### config.mk
export PLATFORM = sky130hd
export DESIGN_NAME = psu_fault_supervisor
export DESIGN_NICKNAME = d
export VERILOG_FILES = /design/src/rtl/psu_sup_pkg.sv /design/src/rtl/psu_tick_gen.sv /design/src/rtl/psu_deglitch.sv /design/src/rtl/psu_blank_timer.sv /design/src/rtl/psu_pgood_delay.sv /design/src/rtl/psu_fault_supervisor.sv
export SDC_FILE = /design/constraint.sdc
export NUM_CORES = 1
export LEC_CHECK = 0
export ABC_AREA = 1
export BUFFER_PORTS_ARGS = -buffer_cell sky130_fd_sc_hd__buf_2
export CORE_AREA = 2 2 113 197
export CTS_BUF_LIST = sky130_fd_sc_hd__clkbuf_8 sky130_fd_sc_hd__clkbuf_16
export CTS_CLUSTER_DIAMETER = 40
export DETAILED_ROUTE_END_ITERATION = 8
export DIE_AREA = 0 0 115 199
export PLACE_DENSITY_LB_ADDON = 0.08
export SYNTH_ARGS = -nofsm -noshare
export SYNTH_HDL_FRONTEND = slang
export SYNTH_SLANG_ARGS = --single-unit
### constraint.sdc
create_clock -name clk_i -period 4.45 [get_ports clk_i]
set_input_delay 0.445 -clock clk_i [delete_from_list [all_inputs] [get_ports clk_i]]
set_output_delay 0.445 -clock clk_i [all_outputs]
set_load 0.01 [all_outputs]
### src/rtl/psu_sup_pkg.sv
package psu_sup_pkg;

  // counter width able to hold the value n
  function automatic int unsigned cw(input int unsigned n);
    return (n < 2) ? 1 : $clog2(n + 1);
  endfunction

  // length of the start-up mask, chosen by the filtered power-good level
  function automatic int unsigned window_ticks(input logic pg_ok,
                                               input int unsigned ok_t,
                                               input int unsigned low_t);
    return pg_ok ? ok_t : low_t;
  endfunction

  function automatic int unsigned max_u(input int unsigned a, input int unsigned b);
    return (a > b) ? a : b;
  endfunction

endpackage

### src/rtl/psu_tick_gen.sv
module psu_tick_gen #(
  parameter int unsigned DIV = 100
) (
  input  logic clk_i,
  input  logic rst_i,
  output logic tick_o
);
  import psu_sup_pkg::*;

  localparam int unsigned CW = cw(DIV);

  logic [CW-1:0] cnt_q;

  assign tick_o = (cnt_q == CW'(DIV - 1));

  always_ff @(posedge clk_i) begin
    if (rst_i)       cnt_q <= '0;
    else if (tick_o) cnt_q <= '0;
    else             cnt_q <= cnt_q + 1'b1;
  end

  AST_TICK_SPACING: assert property (@(posedge clk_i) disable iff (rst_i)
    tick_o |=> (DIV == 1) || !tick_o);
endmodule

### src/rtl/psu_deglitch.sv
module psu_deglitch #(
  parameter int unsigned TICKS = 73
) (
  input  logic clk_i,
  input  logic rst_i,
  input  logic tick_i,
  input  logic raw_i,
  output logic filt_o
);
  import psu_sup_pkg::*;

  localparam int unsigned CW = cw(TICKS);

  logic [CW-1:0] cnt_q;
  logic          differs;
  logic          settle;

  assign differs = (raw_i != filt_o);
  assign settle  = differs && tick_i && (cnt_q == CW'(TICKS - 1));

  always_ff @(posedge clk_i) begin
    if (rst_i) begin
      filt_o <= 1'b0;
      cnt_q  <= '0;
    end else if (!differs) begin
      cnt_q  <= '0;
    end else if (settle) begin
      filt_o <= raw_i;
      cnt_q  <= '0;
    end else if (tick_i) begin
      cnt_q  <= cnt_q + 1'b1;
    end
  end

  AST_DG_ONLY_ON_TICK: assert property (@(posedge clk_i) disable iff (rst_i)
    !tick_i |=> $stable(filt_o));
  AST_DG_FOLLOWS_RAW: assert property (@(posedge clk_i) disable iff (rst_i)
    (raw_i == filt_o) |=> $stable(filt_o));
endmodule

### src/rtl/psu_blank_timer.sv
module psu_blank_timer #(
  parameter int unsigned OK_T  = 75000,
  parameter int unsigned LOW_T = 300000
) (
  input  logic clk_i,
  input  logic rst_i,
  input  logic tick_i,
  input  logic supply_off_i,
  input  logic pg_ok_i,
  output logic blank_o
);
  import psu_sup_pkg::*;

  localparam int unsigned MAXT = max_u(OK_T, LOW_T);
  localparam int unsigned EW   = cw(MAXT);

  logic [EW-1:0] elapsed_q;
  logic          saturated;

  assign saturated = (elapsed_q == EW'(MAXT));
  assign blank_o   = supply_off_i ||
                     (32'(elapsed_q) < window_ticks(pg_ok_i, OK_T, LOW_T));

  always_ff @(posedge clk_i) begin
    if (rst_i || supply_off_i)     elapsed_q <= '0;
    else if (tick_i && !saturated) elapsed_q <= elapsed_q + 1'b1;
  end

  AST_WINDOW_OPENS: assert property (@(posedge clk_i) disable iff (rst_i)
    $fell(supply_off_i) |-> blank_o);
endmodule

### src/rtl/psu_pgood_delay.sv
module psu_pgood_delay #(
  parameter int unsigned TICKS = 300000
) (
  input  logic clk_i,
  input  logic rst_i,
  input  logic tick_i,
  input  logic run_i,
  output logic done_o
);
  import psu_sup_pkg::*;

  localparam int unsigned CW = cw(TICKS);

  logic [CW-1:0] cnt_q;

  always_ff @(posedge clk_i) begin
    if (rst_i || !run_i) begin
      cnt_q  <= '0;
      done_o <= 1'b0;
    end else if (tick_i && !done_o) begin
      if (cnt_q == CW'(TICKS - 1)) done_o <= 1'b1;
      else                         cnt_q  <= cnt_q + 1'b1;
    end
  end

  AST_PG_DONE_NEEDS_RUN: assert property (@(posedge clk_i) disable iff (rst_i)
    $rose(done_o) |-> $past(run_i) && $past(tick_i));
endmodule

### src/rtl/psu_fault_supervisor.sv
module psu_fault_supervisor #(
  parameter int unsigned RAILS             = 5,
  parameter int unsigned TICK_DIV          = 100,
  parameter int unsigned DG_VOLT_TICKS     = 73,
  parameter int unsigned DG_CUR_TICKS      = 1200,
  parameter int unsigned BLANK_PGOK_TICKS  = 75000,
  parameter int unsigned BLANK_PGLOW_TICKS = 300000,
  parameter int unsigned PGOOD_TICKS       = 300000
) (
  input  logic             clk_i,
  input  logic             rst_i,
  input  logic             on_req_n_i,
  input  logic             pg_in_i,
  input  logic [RAILS-1:0] ov_flag_i,
  input  logic [RAILS-1:0] uv_flag_i,
  input  logic [RAILS-1:0] oc_flag_i,
  output logic             prot_o,
  output logic             pgood_o
);

  logic             tick;
  logic [RAILS-1:0] ov_q, uv_q, oc_q;
  logic             pg_q;
  logic             blank;
  logic             ov_hit, masked_hit, fault_set;
  logic             latch_q;
  logic             pg_run, pg_done;

  psu_tick_gen #(.DIV(TICK_DIV)) u_tick (
    .clk_i(clk_i), .rst_i(rst_i), .tick_o(tick)
  );

  genvar r;
  generate
    for (r = 0; r < RAILS; r++) begin : g_rail
      psu_deglitch #(.TICKS(DG_VOLT_TICKS)) u_ov (
        .clk_i(clk_i), .rst_i(rst_i), .tick_i(tick),
        .raw_i(ov_flag_i[r]), .filt_o(ov_q[r])
      );
      psu_deglitch #(.TICKS(DG_VOLT_TICKS)) u_uv (
        .clk_i(clk_i), .rst_i(rst_i), .tick_i(tick),
        .raw_i(uv_flag_i[r]), .filt_o(uv_q[r])
      );
      psu_deglitch #(.TICKS(DG_CUR_TICKS)) u_oc (
        .clk_i(clk_i), .rst_i(rst_i), .tick_i(tick),
        .raw_i(oc_flag_i[r]), .filt_o(oc_q[r])
      );
    end
  endgenerate

  psu_deglitch #(.TICKS(DG_VOLT_TICKS)) u_pg (
    .clk_i(clk_i), .rst_i(rst_i), .tick_i(tick),
    .raw_i(pg_in_i), .filt_o(pg_q)
  );

  psu_blank_timer #(.OK_T(BLANK_PGOK_TICKS), .LOW_T(BLANK_PGLOW_TICKS)) u_blank (
    .clk_i(clk_i), .rst_i(rst_i), .tick_i(tick),
    .supply_off_i(prot_o), .pg_ok_i(pg_q), .blank_o(blank)
  );

  // fault qualification: over-voltage bypasses the start-up mask
  assign ov_hit     = |ov_q;
  assign masked_hit = !blank && ((|uv_q) || (|oc_q));
  assign fault_set  = !on_req_n_i && (ov_hit || masked_hit);

  always_ff @(posedge clk_i) begin
    if (rst_i || on_req_n_i) latch_q <= 1'b0;
    else if (fault_set)      latch_q <= 1'b1;
  end

  assign prot_o = latch_q || on_req_n_i;

  assign pg_run = pg_q && !prot_o;

  psu_pgood_delay #(.TICKS(PGOOD_TICKS)) u_pgd (
    .clk_i(clk_i), .rst_i(rst_i), .tick_i(tick),
    .run_i(pg_run), .done_o(pg_done)
  );

  assign pgood_o = pg_done && pg_run;

  AST_FAULT_KILLS_PG: assert property (@(posedge clk_i) disable iff (rst_i)
    latch_q |-> prot_o && !pgood_o);
  AST_CLEAR_ON_OFF: assert property (@(posedge clk_i) disable iff (rst_i)
    on_req_n_i |=> !latch_q);
  AST_OV_UNMASKED: assert property (@(posedge clk_i) disable iff (rst_i)
    (!on_req_n_i && ov_hit) |=> prot_o);
  AST_MASK_HOLDS: assert property (@(posedge clk_i) disable iff (rst_i)
    (!latch_q && blank && !ov_hit) |=> !latch_q);
  AST_PG_NEEDS_INPUT: assert property (@(posedge clk_i) disable iff (rst_i)
    $rose(pgood_o) |-> pg_q);
endmodule

==> After elaboration in Yosys (flattened, before gate mapping) <==
Index checks and enable logic that the tools add are counted.
{ "classes": {"n_eq_ne": 35, "n_mux": 1, "order_cmp": 1, "n_addsub": 19, "n_reduce_logical": 89, "n_bitwise": 17} }
{ "ops": {"columns": ["operator", "count"], "rows": [
  ["7-bit by 1-bit adder with 7-bit output, second input constant", 12],
  ["7-bit == test, second input constant", 12],
  ["11-bit by 1-bit adder with 11-bit output, second input constant", 5],
  ["11-bit == test, second input constant", 5],
  ["3-bit OR reduction", 16],
  ["19-bit by 1-bit adder with 19-bit output, second input constant", 2],
  ["19-bit == test, second input constant", 2],
  ["1-bit logical AND", 38],
  ["2-bit AND reduction", 18],
  ["19-bit by 32-bit < comparator with 1-bit output", 1],
  ["19-bit 2-to-1 mux", 1],
  ["1-bit inverter", 17],
  ["1-bit != test", 16],
  ["5-bit OR reduction", 3],
  ["1-bit logical OR", 7],
  ["1-bit logical NOT", 6],
  ["2-bit OR reduction", 1]
]} }
{ "word_totals": {"input_bits": 19, "wordCells": 199, "ff_bits": 195, "output_inout_bits": 2} }

==> Longest topological paths before layout <==
{ "depth": {"word_depth": 7, "depth_mapped": 12, "ltp_nobuf": 12} }

==> By module <==
From an unflattened synthesis, not the netlist that was laid out.
{ "hier_totals": {"hier_cells": 1794, "area_unflattened_um2": 11539.8} }
{ "modules_own_cells": {"columns": ["mod", "seq_area_each_um2", "instances", "area_per_inst_um2", "cells_each"], "rows": [
  ["psu_deglitch at g_rail[0].u_ov ...", 160.2, 11, 439.2, 66],
  ["psu_deglitch at g_rail[0].u_oc ...", 240.2, 5, 698.2, 114],
  ["psu_blank_timer", 380.4, 1, 1529.0, 237],
  ["psu_pgood_delay", 400.4, 1, 1217.4, 195],
  ["psu_tick_gen", 140.1, 1, 360.3, 47],
  ["psu_fault_supervisor", 20.0, 1, 111.4, 19]
]} }

==> Worst setup path after synthesis <==
OpenSTA, ideal clock, no wires.
{ "synth_path": {"kind": "register to register", "from": "register u_pgd.cnt_q[0]", "to": "register u_pgd.cnt_q[1]", "n_path_buf": 1, "period_less_slack_ns": 1.645, "t_arrival_ns": 1.529, "required_time_ns": 4.334, "stages_incl_launch_ff": 10, "slack_ns": 2.805, "setup_time_ns": 0.116, "cell_sequence": "dfxtp_1 > ha_1 > nand3_2 > nor3_2 > nand2_1 > nand2_1 > inv_2 > buf_4 > nor2_1 > nor2_1"} }
{ "synth_between": {"elab_chain_len": 3, "elab_cells_between_ends": 4, "cone_classes": "1 x add/sub; 1 x eq/ne; 1 x bitwise; 1 x reduce/logical"} }
{ "synth_lines": {"columns": ["item", "line_no", "source"], "rows": [
  ["start: declaration", "psu_pgood_delay.sv:14", "logic [CW-1:0] cnt_q;"],
  ["start signal: assignment", "psu_pgood_delay.sv:22", "else cnt_q <= cnt_q + 1'b1;"],
  ["parallel branches: the longest is 3 deep, another holds 19-bit by 1-bit adder with 19-bit output", null, null]
]} }
Parallel ways; which one is timed is not known.
A chain may end at the register's enable or synchronous reset.

==> Final worst setup path <==
{ "layout_path": {"from": "register u_tick.cnt_q[0]", "to": "register u_blank.elapsed_q[9]"} }
{ "layout_between": {"elab_chain_len": 2} }
{ "layout_lines": {"columns": ["item", "line_no", "source"], "rows": [
  ["start: declaration", "psu_tick_gen.sv:12", "logic [CW-1:0] cnt_q;"],
  ["start signal: assignment", "psu_tick_gen.sv:19", "else cnt_q <= cnt_q + 1'b1;"],
  ["7-bit == test", "psu_tick_gen.sv:14", "assign tick_o = (cnt_q == CW'(DIV - 1));"],
  ["1-bit logical AND", "psu_blank_timer.sv:26", "else if (tick_i && !saturated) elapsed_q <= elapsed_q + 1'b1;"],
  ["end signal: assignment", "psu_blank_timer.sv:26", null],
  ["end: declaration", "psu_blank_timer.sv:17", "logic [EW-1:0] elapsed_q;"]
]} }
Every way passes these cells.

==> summary.txt <==
Final Util -> 52.93%
CTS root buffer -> clkbuf_16
Most common cell in the netlist -> nand2_1
RSZ-0062 raised after global routing -> no
Endpoints failing hold -> 0
Peak supply drop -> 0.2895 mV
Clock buffer depth -> 2
Drt pass-1 iters -> 4
Endpoints failing setup -> 0
Synth top area cells -> dfxtp_1, nand2_1, a21oi_1
Max Cap Viol -> 0
Share of flip-flops with an asynchronous set or reset -> 0%
#FFs+latches synth -> 195
# hold bufs at CTS -> 0
Clock-pin slew on the worst setup and hold paths -> 0.07 ns
Die height -> 199 um
Initial Util -> 49.18%
Setup CP Type -> reg -> reg
Total core area -> 21320 um2
CTS sink count -> 195
Mapped Cells -> 1499
Slew margin rel. -> 39.20%
Most instantiated cells after synthesis -> nand2_1, dfxtp_1, inv_1
Area grow syn2layout -> 7.613%
Critical Path Fanout Max -> 56
Critical Path AT -> 3.13 ns
PortBufs -> 20
DP Wirelength -> 16330 um
Syn nets -> 1558
Grt ovf -> 0
Tightest Pin Transition -> 0.9120 ns
PwrDens -> 300.3 nW/um2
DRT Wirelength -> 22900 um
CTS buffer count -> 17
Vias post-DR -> 9177
Number of routed nets with antenna violations -> 0
Post-CTS setup buffer count -> 0
CP Data Required Time -> 4.83 ns
Cell Rows -> 71
Worst skew pair latency -> 0.45 ns
Number of remaining DRC errors -> 0
Drt initial violations -> 360
Yosys warning count -> 0
Largest net degree at the start of global routing -> 79
Fmax -> 363.1 MHz
First-pass GRT wire length -> 39440 um
Worst Skew -> 0.007978 ns
TNS Setup -> 0 ns
EDFF count, synth -> 0
Fin crit share -> 61.89%
Minimum clock period -> 2.754 ns
I/O pin count -> 21
Die Width -> 115 um
GP Congestion -> 0.8783
Number of global-route vias before repair -> 8989
Share of cells above drive strength 1 -> 6.053%
Worst hold slack -> 0.2468 ns
Status -> complete, no violations
Worst Setup End Kind -> flip-flop
Max-slew violations -> 0
Antenna diodes -> 0
Initial antenna violation count -> 3
Primary FF master, synth -> dfxtp_1
HP Class -> in -> reg
Distinct cell type count after synthesis -> 39
Synth Cell Area -> 10490 um2
Register area share after synthesis -> 37.23%
H-tree levels -> 4
# resized after CTS -> 0
Die area -> 22890 um2
Total GRT Usage -> 21.27%
Crit path launch type -> flip-flop
Yosys top cell area share -> 37.23%
CTS tree -> built
Routed len/inst -> 12.90 um
Nets -> 1566
Syn Area/Cell -> 6.996 um2
Leak -> 3.797 nW
Synth area leader -> dfxtp_1
Via-to-Cell Ratio -> 5.170
[flip-flops by register name, indices dropped and copies added (netlist names)]
register	count
u_blank.elapsed_q	19
latch_q	1
u_tick.cnt_q	7
g_rail.u_uv.cnt_q	35
g_rail.u_oc.filt_o	5
g_rail.u_oc.cnt_q	55
g_rail.u_ov.cnt_q	35
u_pgd.cnt_q	19
u_pgd.done_o	1
g_rail.u_ov.filt_o	5
u_pg.cnt_q	7
u_pg.filt_o	1
g_rail.u_uv.filt_o	5
[cell families after synthesis]
| logic type | synth area share [%] |
|---|---|
| fa+ha+maj | 4.773 |
| flops | 37.23 |
| buf+inv | 8.734 |
| simple gates | 34.23 |
| xor+xnor | 6.682 |
| compound gates | 8.352 |
[layout by cell type (no fill, tap or decap), types with 2 or more instances in the layout]
master	count
nand2_1	364
dfxtp_1	195
inv_1	177
nor2_1	169
a21oi_1	139
nand3_1	92
nor3_1	56
xor2_1	51
ha_1	40
nand4_1	36
xnor2_1	29
buf_2	20
nor4_1	17
o21ai_0	17
clkbuf_16	17
nor3_2	16
nor3b_1	14
or2_0	10
nand2_2	7
o31ai_1	7
clkinvlp_4	7
inv_2	5
nor2_2	5
nand3b_1	5
a211oi_1	5
bufinv_16	3
or2_2	2
clkinv_2	2
buf_4	2
[cell type report]
cell class | instances | area [um2]
Clock buffer | 17 | 425.4
Clock inverter | 15 | 168.9
Fill cell | 2195 | 10040
Inverter | 182 | 685.7
Multi-Input combinational cell | 1089 | 5667
Sequential cell | 195 | 3904
Tap cell | 255 | 319.1
Timing Repair Buffer | 22 | 115.1
[power by group]
part / internal [W] / switching [W]
Sequential: 0.00175 / 0.00000214
Clock: 0.000877 / 0.000697
Combinational: 0.0000187 / 0.0000479
[layer usage]
layer  up-vias  share of wire [%]  global-route usage [%]
met5         -               0.19                       0
met4         6                3.6                   10.13
met3        54                3.3                   4.966
met2       106                 53                   40.35
met1      4149                 40                   21.30
li1       4862                  -                       -
[through the flow]
| stage | instance area, um2 | total power (W) | setup WS, ns | std cells |
|---|---|---|---|---|
| 2_1_floorplan | 10490 | 0.001828 | 2.805 | 1499 |
| 3_3_place_gp | 10690 | 0.001856 | 1.772 | 1743 |
| 3_5_place_dp | 10690 | 0.001856 | 1.711 | 1743 |
| 4_1_cts | 11280 | 0.003439 | 1.702 | 1775 |
| 5_1_grt | 11280 | 0.003502 | 1.378 | 1775 |
| 6_report | 11280 | 0.003389 | 1.696 | 1775 |
[worst paths after layout]
kind	startpoint	depth (start not counted)	slack [ns]	endpoint
worst min-delay path	ov_flag_i[3]	3	0.25	g_rail[3].u_ov.filt_o$_SDFFE_PP0P_
worst max-delay path	u_tick.cnt_q[0]$_SDFF_PP0_	9	1.70	u_blank.elapsed_q[9]$_SDFFE_PP0P_
worst min register to register	g_rail[2].u_oc.cnt_q[10]$_SDFFE_PP0P_	2	0.47	g_rail[2].u_oc.cnt_q[10]$_SDFFE_PP0P_
worst max register to register	u_tick.cnt_q[0]$_SDFF_PP0_	9	1.70	u_blank.elapsed_q[9]$_SDFFE_PP0P_
[critical path: stages (launching register included)]
cell and delay, ns:
dfxtp_1 0.37, ha_1 0.22, nand2_1 0.07, inv_1 0.12
nand2_4 0.22, inv_4 0.52, nand2_2 0.43, inv_2 0.39
o21ai_0 0.14, a21oi_1 0.14
No activity file was read; power rests on OpenSTA's default activity.
